File: src/rtl/rtc_alarm_pkg.sv
package rtc_alarm_pkg;
    localparam int FIELD_W    = 8;
    localparam int NUM_FIELDS = 6;
    localparam int TIME_W     = FIELD_W * NUM_FIELDS;
    localparam int ADDR_W     = 8;
    localparam int DATA_W     = 32;
    localparam int NUM_SETS   = 2;

    localparam logic [ADDR_W-1:0] SET_A_BASE = 8'h20;
    localparam logic [ADDR_W-1:0] SET_B_BASE = 8'h80;
    localparam logic [ADDR_W-1:0] STAT_ADDR  = 8'h44;
    localparam logic [ADDR_W-1:0] IEN_ADDR   = 8'h48;
    localparam logic [ADDR_W-1:0] WAKE_ADDR  = 8'h7C;
    localparam logic [ADDR_W-1:0] PWR_ADDR   = 8'h98;

    localparam int ST_SEC_BIT  = 2;
    localparam int ST_A_BIT    = 6;
    localparam int ST_B_BIT    = 7;
    localparam int IE_SEC_BIT  = 2;
    localparam int IE_A_BIT    = 3;
    localparam int IE_B_BIT    = 4;
    localparam int WAKE_A_BIT  = 1;
    localparam int PWR_ARM_BIT = 16;

    typedef struct packed {
        logic       flag_sec;
        logic       flag_a;
        logic       flag_b;
        logic       ie_sec;
        logic       ie_a;
        logic       ie_b;
        logic       wake_a;
        logic       pwr_arm;
        logic       pwr_off;
    } ctl_state_t;
endpackage

File: src/rtl/rtc_alarm_bank.sv
module rtc_alarm_bank #(
    parameter int                FW   = 8,
    parameter int                NF   = 6,
    parameter int                AW   = 8,
    parameter logic [AW-1:0]     BASE = '0
) (
    input  logic             clk,
    input  logic             rst_n,
    input  logic             wr_en,
    input  logic [AW-1:0]    addr,
    input  logic [FW-1:0]    wdata,
    input  logic [NF*FW-1:0] now,
    input  logic             tick,
    output logic             match,
    output logic [FW-1:0]    rd_data
);
    localparam int STRIDE = 4;

    logic [NF-1:0][FW-1:0] fld_d, fld_q;
    logic [NF-1:0]         sel;
    logic [NF-1:0]         eq;
    logic [AW-1:0]         off;

    assign off = addr - BASE;

    for (genvar k = 0; k < NF; k++) begin : g_field
        assign sel[k] = (off == AW'(STRIDE * k));
        assign eq[k]  = (now[k*FW +: FW] == fld_q[k]);
    end

    always_comb begin
        fld_d   = fld_q;
        rd_data = '0;
        for (int k = 0; k < NF; k++) begin
            if (wr_en && sel[k]) fld_d[k] = wdata;
            if (sel[k])          rd_data  = fld_q[k];
        end
    end

    assign match = tick && (&eq);

    always_ff @(posedge clk or negedge rst_n) begin
        if (!rst_n) fld_q <= '0;
        else        fld_q <= fld_d;
    end
endmodule

File: src/rtl/rtc_alarm_ctl.sv
module rtc_alarm_ctl
    import rtc_alarm_pkg::*;
#(
    parameter int AW = ADDR_W,
    parameter int DW = DATA_W
) (
    input  logic          clk,
    input  logic          rst_n,
    input  logic          wr_en,
    input  logic [AW-1:0] addr,
    input  logic [DW-1:0] wdata,
    input  logic          tick,
    input  logic          hit_a,
    input  logic          hit_b,
    output logic          irq,
    output logic          wake,
    output logic          pwr_en,
    output logic          flag_a,
    output logic          flag_b,
    output logic [2:0]    ien,
    output logic [DW-1:0] rd_data
);
    ctl_state_t st_d, st_q;

    logic wr_stat, wr_ien, wr_wake, wr_pwr;

    assign wr_stat = wr_en && (addr == AW'(STAT_ADDR));
    assign wr_ien  = wr_en && (addr == AW'(IEN_ADDR));
    assign wr_wake = wr_en && (addr == AW'(WAKE_ADDR));
    assign wr_pwr  = wr_en && (addr == AW'(PWR_ADDR));

    always_comb begin
        st_d = st_q;
        // clear first, then set, so a same-cycle event wins
        if (wr_stat) begin
            if (wdata[ST_SEC_BIT]) st_d.flag_sec = 1'b0;
            if (wdata[ST_A_BIT])   st_d.flag_a   = 1'b0;
            if (wdata[ST_B_BIT])   st_d.flag_b   = 1'b0;
        end
        if (tick)  st_d.flag_sec = 1'b1;
        if (hit_a) st_d.flag_a   = 1'b1;
        if (hit_b) st_d.flag_b   = 1'b1;
        if (wr_ien) begin
            st_d.ie_sec = wdata[IE_SEC_BIT];
            st_d.ie_a   = wdata[IE_A_BIT];
            st_d.ie_b   = wdata[IE_B_BIT];
        end
        if (wr_wake) st_d.wake_a  = wdata[WAKE_A_BIT];
        if (wr_pwr)  st_d.pwr_arm = wdata[PWR_ARM_BIT];
        if (hit_b && st_q.pwr_arm) st_d.pwr_off = 1'b1;
    end

    always_ff @(posedge clk or negedge rst_n) begin
        if (!rst_n) st_q <= '0;
        else        st_q <= st_d;
    end

    always_comb begin
        rd_data = '0;
        if (addr == AW'(STAT_ADDR)) begin
            rd_data[ST_SEC_BIT] = st_q.flag_sec;
            rd_data[ST_A_BIT]   = st_q.flag_a;
            rd_data[ST_B_BIT]   = st_q.flag_b;
        end else if (addr == AW'(IEN_ADDR)) begin
            rd_data[IE_SEC_BIT] = st_q.ie_sec;
            rd_data[IE_A_BIT]   = st_q.ie_a;
            rd_data[IE_B_BIT]   = st_q.ie_b;
        end else if (addr == AW'(WAKE_ADDR)) begin
            rd_data[WAKE_A_BIT] = st_q.wake_a;
        end else if (addr == AW'(PWR_ADDR)) begin
            rd_data[PWR_ARM_BIT] = st_q.pwr_arm;
        end
    end

    assign irq    = (st_q.flag_sec && st_q.ie_sec) ||
                    (st_q.flag_a   && st_q.ie_a)   ||
                    (st_q.flag_b   && st_q.ie_b);
    assign wake   = st_q.flag_a && st_q.wake_a;
    assign pwr_en = !st_q.pwr_off;
    assign flag_a = st_q.flag_a;
    assign flag_b = st_q.flag_b;
    assign ien    = {st_q.ie_b, st_q.ie_a, st_q.ie_sec};
endmodule

File: src/rtl/rtc_alarm_top.sv
module rtc_alarm_top
    import rtc_alarm_pkg::*;
#(
    parameter int FW = FIELD_W,
    parameter int NF = NUM_FIELDS,
    parameter int AW = ADDR_W,
    parameter int DW = DATA_W
) (
    input  logic             clk,
    input  logic             rst_n,
    input  logic [NF*FW-1:0] now_bcd,
    input  logic             sec_tick,
    input  logic             bus_we,
    input  logic [AW-1:0]    bus_addr,
    input  logic [DW-1:0]    bus_wdata,
    output logic [DW-1:0]    bus_rdata,
    output logic             irq,
    output logic             wake,
    output logic             pwr_en
);
    localparam logic [NUM_SETS-1:0][AW-1:0] SET_BASES = {AW'(SET_B_BASE), AW'(SET_A_BASE)};

    logic [NUM_SETS-1:0]         set_hit;
    logic [NUM_SETS-1:0][FW-1:0] set_rd;
    logic [DW-1:0]               ctl_rd;
    logic [FW-1:0]               fld_rd;
    logic                        flag_a, flag_b;
    logic [2:0]                  ien;

    for (genvar s = 0; s < NUM_SETS; s++) begin : g_set
        rtc_alarm_bank #(
            .FW(FW), .NF(NF), .AW(AW), .BASE(SET_BASES[s])
        ) u_bank (
            .clk     (clk),
            .rst_n   (rst_n),
            .wr_en   (bus_we),
            .addr    (bus_addr),
            .wdata   (bus_wdata[FW-1:0]),
            .now     (now_bcd),
            .tick    (sec_tick),
            .match   (set_hit[s]),
            .rd_data (set_rd[s])
        );
    end

    rtc_alarm_ctl #(.AW(AW), .DW(DW)) u_ctl (
        .clk     (clk),
        .rst_n   (rst_n),
        .wr_en   (bus_we),
        .addr    (bus_addr),
        .wdata   (bus_wdata),
        .tick    (sec_tick),
        .hit_a   (set_hit[0]),
        .hit_b   (set_hit[1]),
        .irq     (irq),
        .wake    (wake),
        .pwr_en  (pwr_en),
        .flag_a  (flag_a),
        .flag_b  (flag_b),
        .ien     (ien),
        .rd_data (ctl_rd)
    );

    always_comb begin
        fld_rd = '0;
        for (int s = 0; s < NUM_SETS; s++) fld_rd = fld_rd | set_rd[s];
    end

    assign bus_rdata = ctl_rd | DW'(fld_rd);
endmodule

File: config.mk
export PLATFORM = sky130hd
export DESIGN_NAME = rtc_alarm_top
export DESIGN_NICKNAME = d
export VERILOG_FILES = /design/src/rtl/rtc_alarm_pkg.sv /design/src/rtl/rtc_alarm_bank.sv /design/src/rtl/rtc_alarm_ctl.sv /design/src/rtl/rtc_alarm_top.sv
export SDC_FILE = /design/constraint.sdc
export NUM_CORES = 1
export LEC_CHECK = 0
export ABC_AREA = 1
export BUFFER_PORTS_ARGS = -buffer_cell sky130_fd_sc_hd__buf_2
export CELL_PAD_IN_SITES_DETAIL_PLACEMENT = 1
export CELL_PAD_IN_SITES_GLOBAL_PLACEMENT = 1
export CORE_MARGIN = 4
export CORE_UTILIZATION = 25
export DETAILED_ROUTE_END_ITERATION = 10
export PLACE_DENSITY = 0.61
export SETUP_SLACK_MARGIN = 0.1
export SLEW_MARGIN = 20
export SYNTH_ARGS = -nofsm -noshare
export SYNTH_HDL_FRONTEND = slang
export SYNTH_SLANG_ARGS = --single-unit
File: constraint.sdc
create_clock -name clk -period 1.3 [get_ports clk]
set_input_delay 0.065 -clock clk [delete_from_list [all_inputs] [get_ports clk]]
set_output_delay 0.065 -clock clk [all_outputs]
set_load 0.1 [all_outputs]
## Word level (Yosys, flattened, before mapping)

Index checks and enable logic that the tools add are counted.

| storage, ports and cells | value |
|---|---|
| bits in latches | 0 |
| logic and storage cells | 120 |
| ROM bits | 0 |
| memory bits (writable) | 0 |
| memories | 0 |
| output and inout bits | 35 |
| register bits after elaboration | 105 |

| operators by class | value |
|---|---|
| equal/unequal tests | 26 |
| bitwise operators | 2 |
| divide/modulo/power cells | 0 |
| order comparisons | 0 |
| $add $sub $neg | 2 |
| $mul | 0 |
| multiplexer cells | 30 |
| reduce and logical (&&, ||, !) cells | 39 |
| shift operators | 0 |

Operators with widths:

| cell | count |
|---|---|
| $eq A8 B8 Y1 | 12 |
| $mux W8 | 12 |
| $eq A8 B4 Y1 const B | 4 |
| $eq A8 B5 Y1 const B | 4 |
| $eq A8 B7 Y1 const B | 3 |
| $logic_and A1 B1 Y1 | 23 |
| $or A17 B8 Y17 | 1 |
| $eq A8 B3 Y1 const B | 2 |
| $logic_not A8 Y1 | 2 |
| $mux W1 | 14 |
| $reduce_and A6 Y1 | 2 |
| $reduce_bool A2 Y1 | 6 |
| $eq A8 B8 Y1 const B | 1 |
| $or A8 B8 Y8 | 1 |
| $sub A8 B6 Y8 const B | 1 |
| $sub A8 B8 Y8 const B | 1 |
| $mux W3 | 2 |
| $reduce_and A2 Y1 | 3 |
| $mux W2 | 2 |
| $logic_or A1 B1 Y1 | 2 |
| $logic_not A1 Y1 | 1 |

## Logic depth before layout (Yosys ltp)

Gate-level depths: netlist (run 1).

| depth | value |
|---|---|
| depth after elaboration | 10 |
| gate-level depth with buffers | 14 |
| gate-level depth less buffers | 14 |

## Hierarchy

Synthesis (run 1) repeated with hierarchy kept, for this count alone.

| unflattened totals | value |
|---|---|
| cells, all modules | 1,062 |
| area, all modules | 7,248.2 um^2 |

Modules (own cells, without submodules):

| module | seq. area each (um^2) | area each (um^2) | cells each | times used |
|---|---|---|---|---|
| rtc_alarm_bank at g_set[0].u_bank | 1,201.2 | 3,191.8 | 444 | 1 |
| rtc_alarm_bank at g_set[1].u_bank | 1,201.2 | 3,171.8 | 482 | 1 |
| rtc_alarm_ctl | 225.2 | 794.5 | 112 | 1 |
| rtc_alarm_top | 0.0 | 90.1 | 24 | 1 |

## Worst setup path after synthesis (run 1)

OpenSTA, ideal clock, no wires.

| path | value |
|---|---|
| path kind | input to output |
| from | input port bus_addr[6] |
| to | output port bus_rdata[16] |
| data arrival time | 3,332 ps |
| cell stages on the path | 3 |
| data required time | 1,235 ps |
| slack | -2,097 ps |
| path through | inv_1 > nand4_1 > nor4_1 |

| between the ends | value |
|---|---|
| longest elaborated chain between the ends | 6 |
| elaborated cells on any way between the ends | 9 |

Ends and longest elaborated chain:

| what | RTL line | source |
|---|---|---|
| start, declared | rtc_alarm_top.sv:14 | `input logic [AW-1:0] bus_addr,` |
| $eq A8 B8 Y1 | rtc_alarm_ctl.sv:70 | `end else if (addr == AW'(PWR_ADDR)) begin` |
| $mux W1 | rtc_alarm_ctl.sv:70 |  |
| $mux W1 | rtc_alarm_ctl.sv:68 | `end else if (addr == AW'(WAKE_ADDR)) begin` |
| $mux W1 | rtc_alarm_ctl.sv:64 | `end else if (addr == AW'(IEN_ADDR)) begin` |
| $mux W1 * | rtc_alarm_ctl.sv:60 | `if (addr == AW'(STAT_ADDR)) begin` |
| $or A17 B8 Y17 * | rtc_alarm_top.sv:69 | `assign bus_rdata = ctl_rd \| DW'(fld_rd);` |
| end, declared | rtc_alarm_top.sv:16 | `output logic [DW-1:0] bus_rdata,` |

Every way passes the cells marked *; elsewhere a longest branch is shown, timed or not.

## Worst setup path after layout (run 1)

| path | value |
|---|---|
| from | register g_set[1].u_bank.fld_q[8] in the netlist's numbering |
| to | output port bus_rdata[0] |

| between the ends | value |
|---|---|
| longest elaborated chain between the ends | 7 |

Ends and longest elaborated chain:

| what | RTL line | source |
|---|---|---|
| start, declared | rtc_alarm_bank.sv:19 | `logic [NF-1:0][FW-1:0] fld_d, fld_q;` |
| start signal, assigned | rtc_alarm_bank.sv:44 | `else fld_q <= fld_d;` |
| $mux W8 (5 in a row) | rtc_alarm_bank.sv:36 | `if (sel[k]) rd_data = fld_q[k];` |
| $or A8 B8 Y8 | rtc_alarm_top.sv:66 | `for (int s = 0; s < NUM_SETS; s++) fld_rd = fld_rd \| set_rd[s];` |
| $or A17 B8 Y17 | rtc_alarm_top.sv:69 |  |

Every way passes these cells.

==> out/results.txt, run 1 <==
The run finished, with violations left. The checks that failed: setup timing. The number of vias per cell was 4.86.

Among all stages on the critical path, the largest delay is contributed by dfrtp_1. Setup repair after global routing could not meet its margin everywhere. The mean routed wirelength per cell works out to 21.3 um. Data on the critical path arrives at its endpoint at 1760 ps. The area added between synthesis and finish is 53.4%, and the clock latency of the later-clocked register in the worst-skew pair is 370 ps. Worst reg2reg path depth: 11. Total power for the finished layout comes to 8.67 mW. The clock skew is 11.2 ps.

The starting density of the core was 0.255; the top fanout value on the critical path was 2. The cell count along the critical path was 7; the die outline area was 29400 um^2. The number of remaining DRC errors is 0.

The critical path goes through nand3_2 > o21ai_1 > inv_1 > nand4_1 > nor2_4 > nand2_8 > buf_12. The combinational fraction of design power was 0.241. Clock-pin slew was measured on the worst setup and hold paths at 80 ps. The tools report the number of antenna-violating nets in the routed design as 0.

The tools report the total inserted antenna cells as 0. The clock passes through at most 2 buffers. Leaving out fill and tap cells, the most frequent cells in the layout are nand2_1 (250), buf_4 (143), dfrtp_1 (104). For the max-cap check violation count, the log shows 0.

The Yosys step of the flow raised 0 warnings. Type of destination of the critical path: an output pin. The tools report the setup violation total in the final timing report as 28. The switching part of the total power is 0.340, and the synthesized flop and latch total is 105. The tools report the final count of pins violating max slew as 0. The fraction of layout instances using a drive strength above 1 is 0.374. The mapped netlist covers 6670 um^2. The vias after detailed routing was 7512; the overall routed net length was 32.9 mm. The first TritonRoute pass finished after 5 iterations.

After synthesis, the mean cell area works out to 6.98 um^2. For the worst path setup slack after routing, the log shows -520 ps. The shortest period the worst path allows was 1820 ps. The tools report the internal power summed over all cells as 5.72 mW. The die is 171 um wide.

TritonCTS built the clock tree. The count of cells along the worst hold path was 3; the power density over the cells was 847 nW/um^2. The run gives 59 as the number of cell rows. For the global router's overall resource usage, the log shows 0.217.

The critical path is of the reg2out type. At the worst endpoint, the required time is 1240 ps. Among cell families on the critical path, the largest total delay comes from simple AND/OR/NAND/NOR gates. Entering global routing, the biggest net connects 32 pins. The count of clock tree sinks is 105.

The analysis attributes to cell leakage a power of 4.94 nW. In this run the tool buffered the top-level ports with 80 buffer cells. After the last flow step, the layout net total stands at 1298. The tools report the clock root buffer as clkbuf_16. For the via count of the first global-routing pass, the log shows 7417. The highest cell delay on the worst timing path is 420 ps. The setup total negative slack came out at -6470 ps. Final design utilization: 0.392.

The global-route wire length before repair is 46.8 mm, and the sequential fraction of the synthesis area is 0.394. The number of endpoints with negative hold slack in the final report is 0. The element type at the critical path start was a flip-flop.

Pin placement for this block handled 127 I/O pins. The run gives 2.94 mW as the net switching power of the design. The H-tree was split into 3 levels. Together, buffers and inverters on the worst path number 2. The floorplan die height is 171 um. OpenSTA, run right after detailed placement, puts the worst setup slack at -568 ps. The floorplan core area is 26100 um^2. Leaving out fill and tap cells, the most frequent cell in the layout is nand2_1. The tools report the number of buffers added by the clock tree synthesis step as 9. The period utilization is 1.40. The tools report the worst vdd rail ir drop as 0.000670 V. The number of antenna violations at the first check in global routing was 1. Static timing analysis puts the maximum clock frequency at 549 MHz. Synthesis instantiated 37 different standard cells from the library. The min-delay analysis places its worst path in the category in2reg. The logs give 0.993 for the placer's final routability congestion estimate and 0 for the remaining global-route overflow. Synthesis produced a netlist whose cell count is 956. For the clock power share, the log shows 0.341. The iteration-0 DRC count of the detailed router is 745, and the HPWL after detailed placement is 24.9 mm. The portion of total power attributed to sequential cells was 0.418.
area by class of cell:
cell class | instances | area [um^2]
fillers | 3197 | 15900
inverters | 105 | 417
well taps | 335 | 419
clock buffers | 10 | 229
multi-input cells | 720 | 4180
repair buffers | 264 | 2280
clock inverters | 6 | 73.8
flip-flops and latches | 105 | 2630
per-layer routing:
metal / global-route usage / wire, um / vias to the layer above
met5: 0 / 0 / -
met4: 0.0699 / 1150 / 0
met3: 0.0457 / 2060 / 67
met2: 0.354 / 15300 / 276
met1: 0.290 / 14400 / 3659
li1: - / - / 3510
kinds of logic (layout without fill, tap and decap cells):
kind of cell	after synthesis	count (layout)	share of synthesized area
multiplexers	1	1	0.00169
other	1	23	0.000562
AND/OR/NAND/NOR	498	503	0.324
flip-flops	105	105	0.394
adder cells (fa/ha/maj)	1	1	0.00188
XOR/XNOR	31	31	0.0407
buffers and inverters	158	385	0.108
AO/OA/AOI/OAI	161	161	0.130
power groups by stage:
stage | Clock, mW | Combinational [mW] | Sequential [mW]
final | 2.96 | 2.09 | 3.62
after CTS | 3.02 | 1.95 | 3.61
after floorplan | 0 | 0.999 | 3.62
after global placement | 0 | 1.80 | 3.68
after global routing | 3.13 | 2.24 | 3.64
after detailed placement | 0 | 1.82 | 3.68
cell usage after synthesis (all sizes together):
master,count,area (um^2)
xnor2,16,140
o211ai,3,22.5
nand3,32,170
o211a,1,10.0
nor3b,1,12.5
inv,105,394
o21ai,142,741
nand3b,1,7.51
buf,40,274
xor2,15,131
nor4,1,6.26
conb,1,3.75
nand2,317,1230
nor3,8,51.3
nand4,33,219
ha,1,12.5
a21oi,3,15.0
dfrtp,105,2630
clkbuf,13,50.0
o21a,3,22.5
mux2,1,11.3
nor2,105,463
o22ai,9,56.3
state kept, by name, summed over array words and instances (netlist names):
register / cells
g_set.u_bank.fld_q: 96
u_ctl.st_q: 4
u_ctl.ien: 3
u_ctl.flag_a: 1
u_ctl.flag_b: 1
path summary, 6_finish.rpt:
kind,start,end,slack [ps]
max,g_set[1].u_bank.fld_q[8],bus_rdata[0],-520
min,sec_tick,u_ctl.st_q[8],70
max reg2reg,g_set[1].u_bank.fld_q[5],u_ctl.st_q[0],-230
min reg2reg,u_ctl.st_q[0],u_ctl.st_q[0],450
max in group asynchronous,rst_n,g_set[0].u_bank.fld_q[36],600
min in group asynchronous,rst_n,g_set[0].u_bank.fld_q[23],160
repair_timing:
action                                  4_1_cts  5_1_grt
setup buffers                                22       20
endpoints found under the setup margin       61       91
gates cloned                                  1        4
pin swaps                                    52       68
hold buffers                                  2        0
gates resized for setup                      91      100
hold endpoints to repair                    104        0
stage by stage:
| step | hold WS, ps | instances | area, um^2 |
|---|---|---|---|
| final | 67.5 | 1545 | 10200 |
| after global placement | 13.3 | 1482 | 8870 |
| after CTS | 41.7 | 1523 | 9660 |
| after detailed placement | 9.53 | 1482 | 8870 |
| after floorplan | -231 | 978 | 7020 |
| after global routing | 55.2 | 1545 | 10200 |
tightest hold or removal path: stages:
cell	delay, ps
buf_2	90
inv_1	140
nand2_1	110
(Power assumes the default switching activity.)
==> run 2, diff against run 1 <==
--- a/config.mk
+++ b/config.mk
@@ -12,7 +12,7 @@
 export CORE_MARGIN = 4
 export CORE_UTILIZATION = 25
 export DETAILED_ROUTE_END_ITERATION = 10
-export PLACE_DENSITY = 0.61
+export PLACE_DENSITY = 0.59
 export SETUP_SLACK_MARGIN = 0.1
 export SLEW_MARGIN = 20
 export SYNTH_ARGS = -nofsm -noshare
==> constraint.sdc (replaced) <==
create_clock -name clk -period 1.87 [get_ports clk]
set_input_delay 0.0935 -clock clk [delete_from_list [all_inputs] [get_ports clk]]
set_output_delay 0.0935 -clock clk [all_outputs]
set_load 0.1 [all_outputs]
==> out/results.txt, run 2 (same netlist as run 1, synthesis figures left out) <==
Largest delay contributor family on the critical path: simple AND/OR/NAND/NOR gates. The die outline area came out at 29400 um^2. Summed over all cells, the static leakage comes to 4.16 nW. The tools report the element type at the critical path start as a flip-flop.

For this design, the sink count on the clock tree is 105. Between clock sinks in the finished design, the worst skew comes to 10.5 ps. Counting instances, the worst hold path has a depth of 3.

The worst-case IR drop observed on VDD is 0.000349 V. The fraction of layout instances using a drive strength above 1 came out at 0.241. At the pin with the least slew margin, the transition time is 742 ps. STA puts the critical path data required time at 1780 ps.

Based on the critical path, the design can be clocked at up to 532 MHz. The run gives 0.330 as the final design utilization. More flip-flops sit in one register than any other, and that register is g_set.u_bank.fld_q.

Dividing total power by cell area gives a power density of 670 nW/um^2. The critical path is of the reg2out type. The tools report the type of destination of the critical path as an output pin.

For this run the aggregate overflow at the end of global routing stands at 0. The worst endpoint data arrival time came out at 1790 ps. In this run the worst hold path is classified as in2reg. The number of antenna-violating nets in the routed design was 0. The via count of the first global-routing pass was 6894; the worst path setup slack after routing was -11.5 ps. The critical path goes through nand3_1 > o21ai_1 > inv_1 > nand4_1 > nor2_1 > nand2_2 > buf_12.

The number of antenna violations at the first check in global routing came out at 0. The flow ran to the end, but the final reports show violations. After clock tree synthesis, the clock-pin slew on the worst setup and hold paths is 80 ps. The repair_antennas step left the layout with diodes totalling 0.

The worst register-to-register path has a depth of 10. The global router's overall resource usage is 0.207, and the final count of pins violating max slew is 0. Number of vias per cell: 4.79. For the setup total negative slack, the log shows -11.5 ps. The final layout contains 1184 nets. The filler cell count in the final layout is 3307. For the largest net degree at the start of global routing, the log shows 43. The worst hold path begins at sec_tick. CTS placed an instance of clkbuf_16 at the clock tree root. In this run the critical register-to-register path is captured at u_ctl.st_q[0]. CTS built an H-tree with a depth of 3. In this run the worst path has a maximum fanout of 2. Counting the buffers created by CTS gives 9.

Max-cap violations in this run came to 0. The library cells used most frequently in the layout, excluding fill and tap cells, are nand2_1 (288), dfrtp_1 (105), inv_1 (91). For the met2 usage, the log shows 0.328. The register with the most flip-flops in the layout has 96 of them.

The critical path contains buffers and inverters numbering 2 combined. The most heavily used metal layer in global routing is met2. For this run, the number of standard cells in the final layout without fillers is 1431. For the number of cell rows, the log shows 59. In this design, the stage delay of the slowest critical-path cell is 400 ps. For hold timing, the worst endpoint is u_ctl.st_q[8].

Wires add up to 30.3 mm. For the setup violation total in the final timing report, the log shows 1. The logs give 0.0405 for the met3 layer usage reported by global route and 127 for the I/O pin total. Mean routed wirelength per cell: 21.2 um. For the starting density of the core, the log shows 0.255. The shortest period the worst path allows came out at 1880 ps. The placer's final routability congestion estimate came out at 0.935. Clock latency on the worst-skew pair, taken at its later pin, is 380 ps. The worst-case clock buffer depth is 2, and the number of cells in the design after placement is 1385.

The count of buffers inserted at the top-level ports was 80; the floorplan core area was 26100 um^2. Setup repair after global routing could not meet its margin everywhere. The checks that failed: setup timing. The met1 global-route usage was 0.294; the register-to-register path setup slack was 270 ps. The floorplan step set the die height to 171 um. After the first detailed-routing iteration, the DRC count stood at 486. Period utilization: 1.01. The die width is 171 um, and the number of remaining DRC errors is 0. TritonCTS built the clock tree. The worst slew margin relative to its limit came out at 0.505. Across all layers, the routed design uses 6859 vias.

The HPWL after detailed placement was 23.6 mm. For this design, the slowest cell found on the critical path is dfrtp_1. Reg-to-reg startpoint: g_set[1].u_bank.fld_q[4]. The first global-routing pass estimated 44.3 mm of wire. The number of endpoints with negative hold slack in the final report was 0; the area added between synthesis and finish was 29.3%.

Leaving out fill and tap cells, the most frequent cell in the layout is nand2_1. The first detailed-routing pass took 5 iterations. The worst setup slack after placement came out at -11.2 ps.
[run 2: changes by cell type in the layout (fill, tap and decap cells not counted), sizes merged]
cell	delta
buf	-111
clkinv	+1
inv	+2
nand4	-2
clkbuf	+1
clkinvlp	-2
nand2	-3
[run 2: worst max path at each step]
stage | from | end | slack, ps | cells after the start
global placement | bus_addr[6] | bus_rdata[0] | 40 | 16
floorplan | bus_addr[6] | bus_rdata[3] | 140 | 11
finish | g_set[1].u_bank.fld_q[15] | bus_rdata[7] | -10 | 7
global route | g_set[1].u_bank.fld_q[6] | bus_rdata[6] | -70 | 8
detailed placement | bus_addr[6] | bus_rdata[0] | -10 | 16
CTS | g_set[1].u_bank.fld_q[15] | bus_rdata[7] | 20 | 7
[run 2: timing repair]
action / CTS / global route
gates resized for setup: 26 / 53
setup buffers: 16 / 11
cloned: 0 / 1
hold buffers: 2 / 0
pin swaps: 21 / 31
endpoints found under the setup margin: 8 / 10
hold endpoints to repair: 32 / 0
[run 2: area by class of cell]
| type | count | area (um^2) | area share |
|---|---|---|---|
| clock buffers | 9 | 225 | 0.0261 |
| clock inverters | 7 | 85.1 | 0.00987 |
| inverters | 105 | 412 | 0.0477 |
| multi-input cells | 715 | 3600 | 0.417 |
| flip-flops and latches | 105 | 2630 | 0.305 |
| well taps | 335 | 419 | 0.0486 |
| repair buffers | 155 | 1260 | 0.146 |
[run 2: metal layers]
layer | routed length (um) | part of all wire | vias to the layer above
met5 | 0 | 0 | -
met1 | 14200 | 0.47 | 3373
met4 | 555 | 0.018 | 0
li1 | - | - | 3276
met3 | 1770 | 0.058 | 28
met2 | 13800 | 0.45 | 182
[run 2: power breakdown]
group / switching [mW] / internal (mW) / leakage [nW] / total, mW
Clock: 1.04 / 1.07 / 0.153 / 2.11
Sequential: 0.148 / 2.39 / 1.44 / 2.53
Combinational: 0.789 / 0.341 / 2.57 / 1.13
Total: 1.98 / 3.80 / 4.16 / 5.78
[run 2: worst min-delay path: cells and delay by family]
family | cells | cell delay, ps
buffers and inverters | 2 | 250
AND/OR/NAND/NOR | 1 | 100
[run 2: stage by stage]
step	hold slack [ps]	instance area [um^2]	power (mW)
after CTS	81.0	8360	5.75
after floorplan	-202	6790	3.18
after detailed placement	89.3	7840	3.62
final	92.1	8620	5.78
after global routing	76.7	8620	5.99
after global placement	81.9	7840	3.60
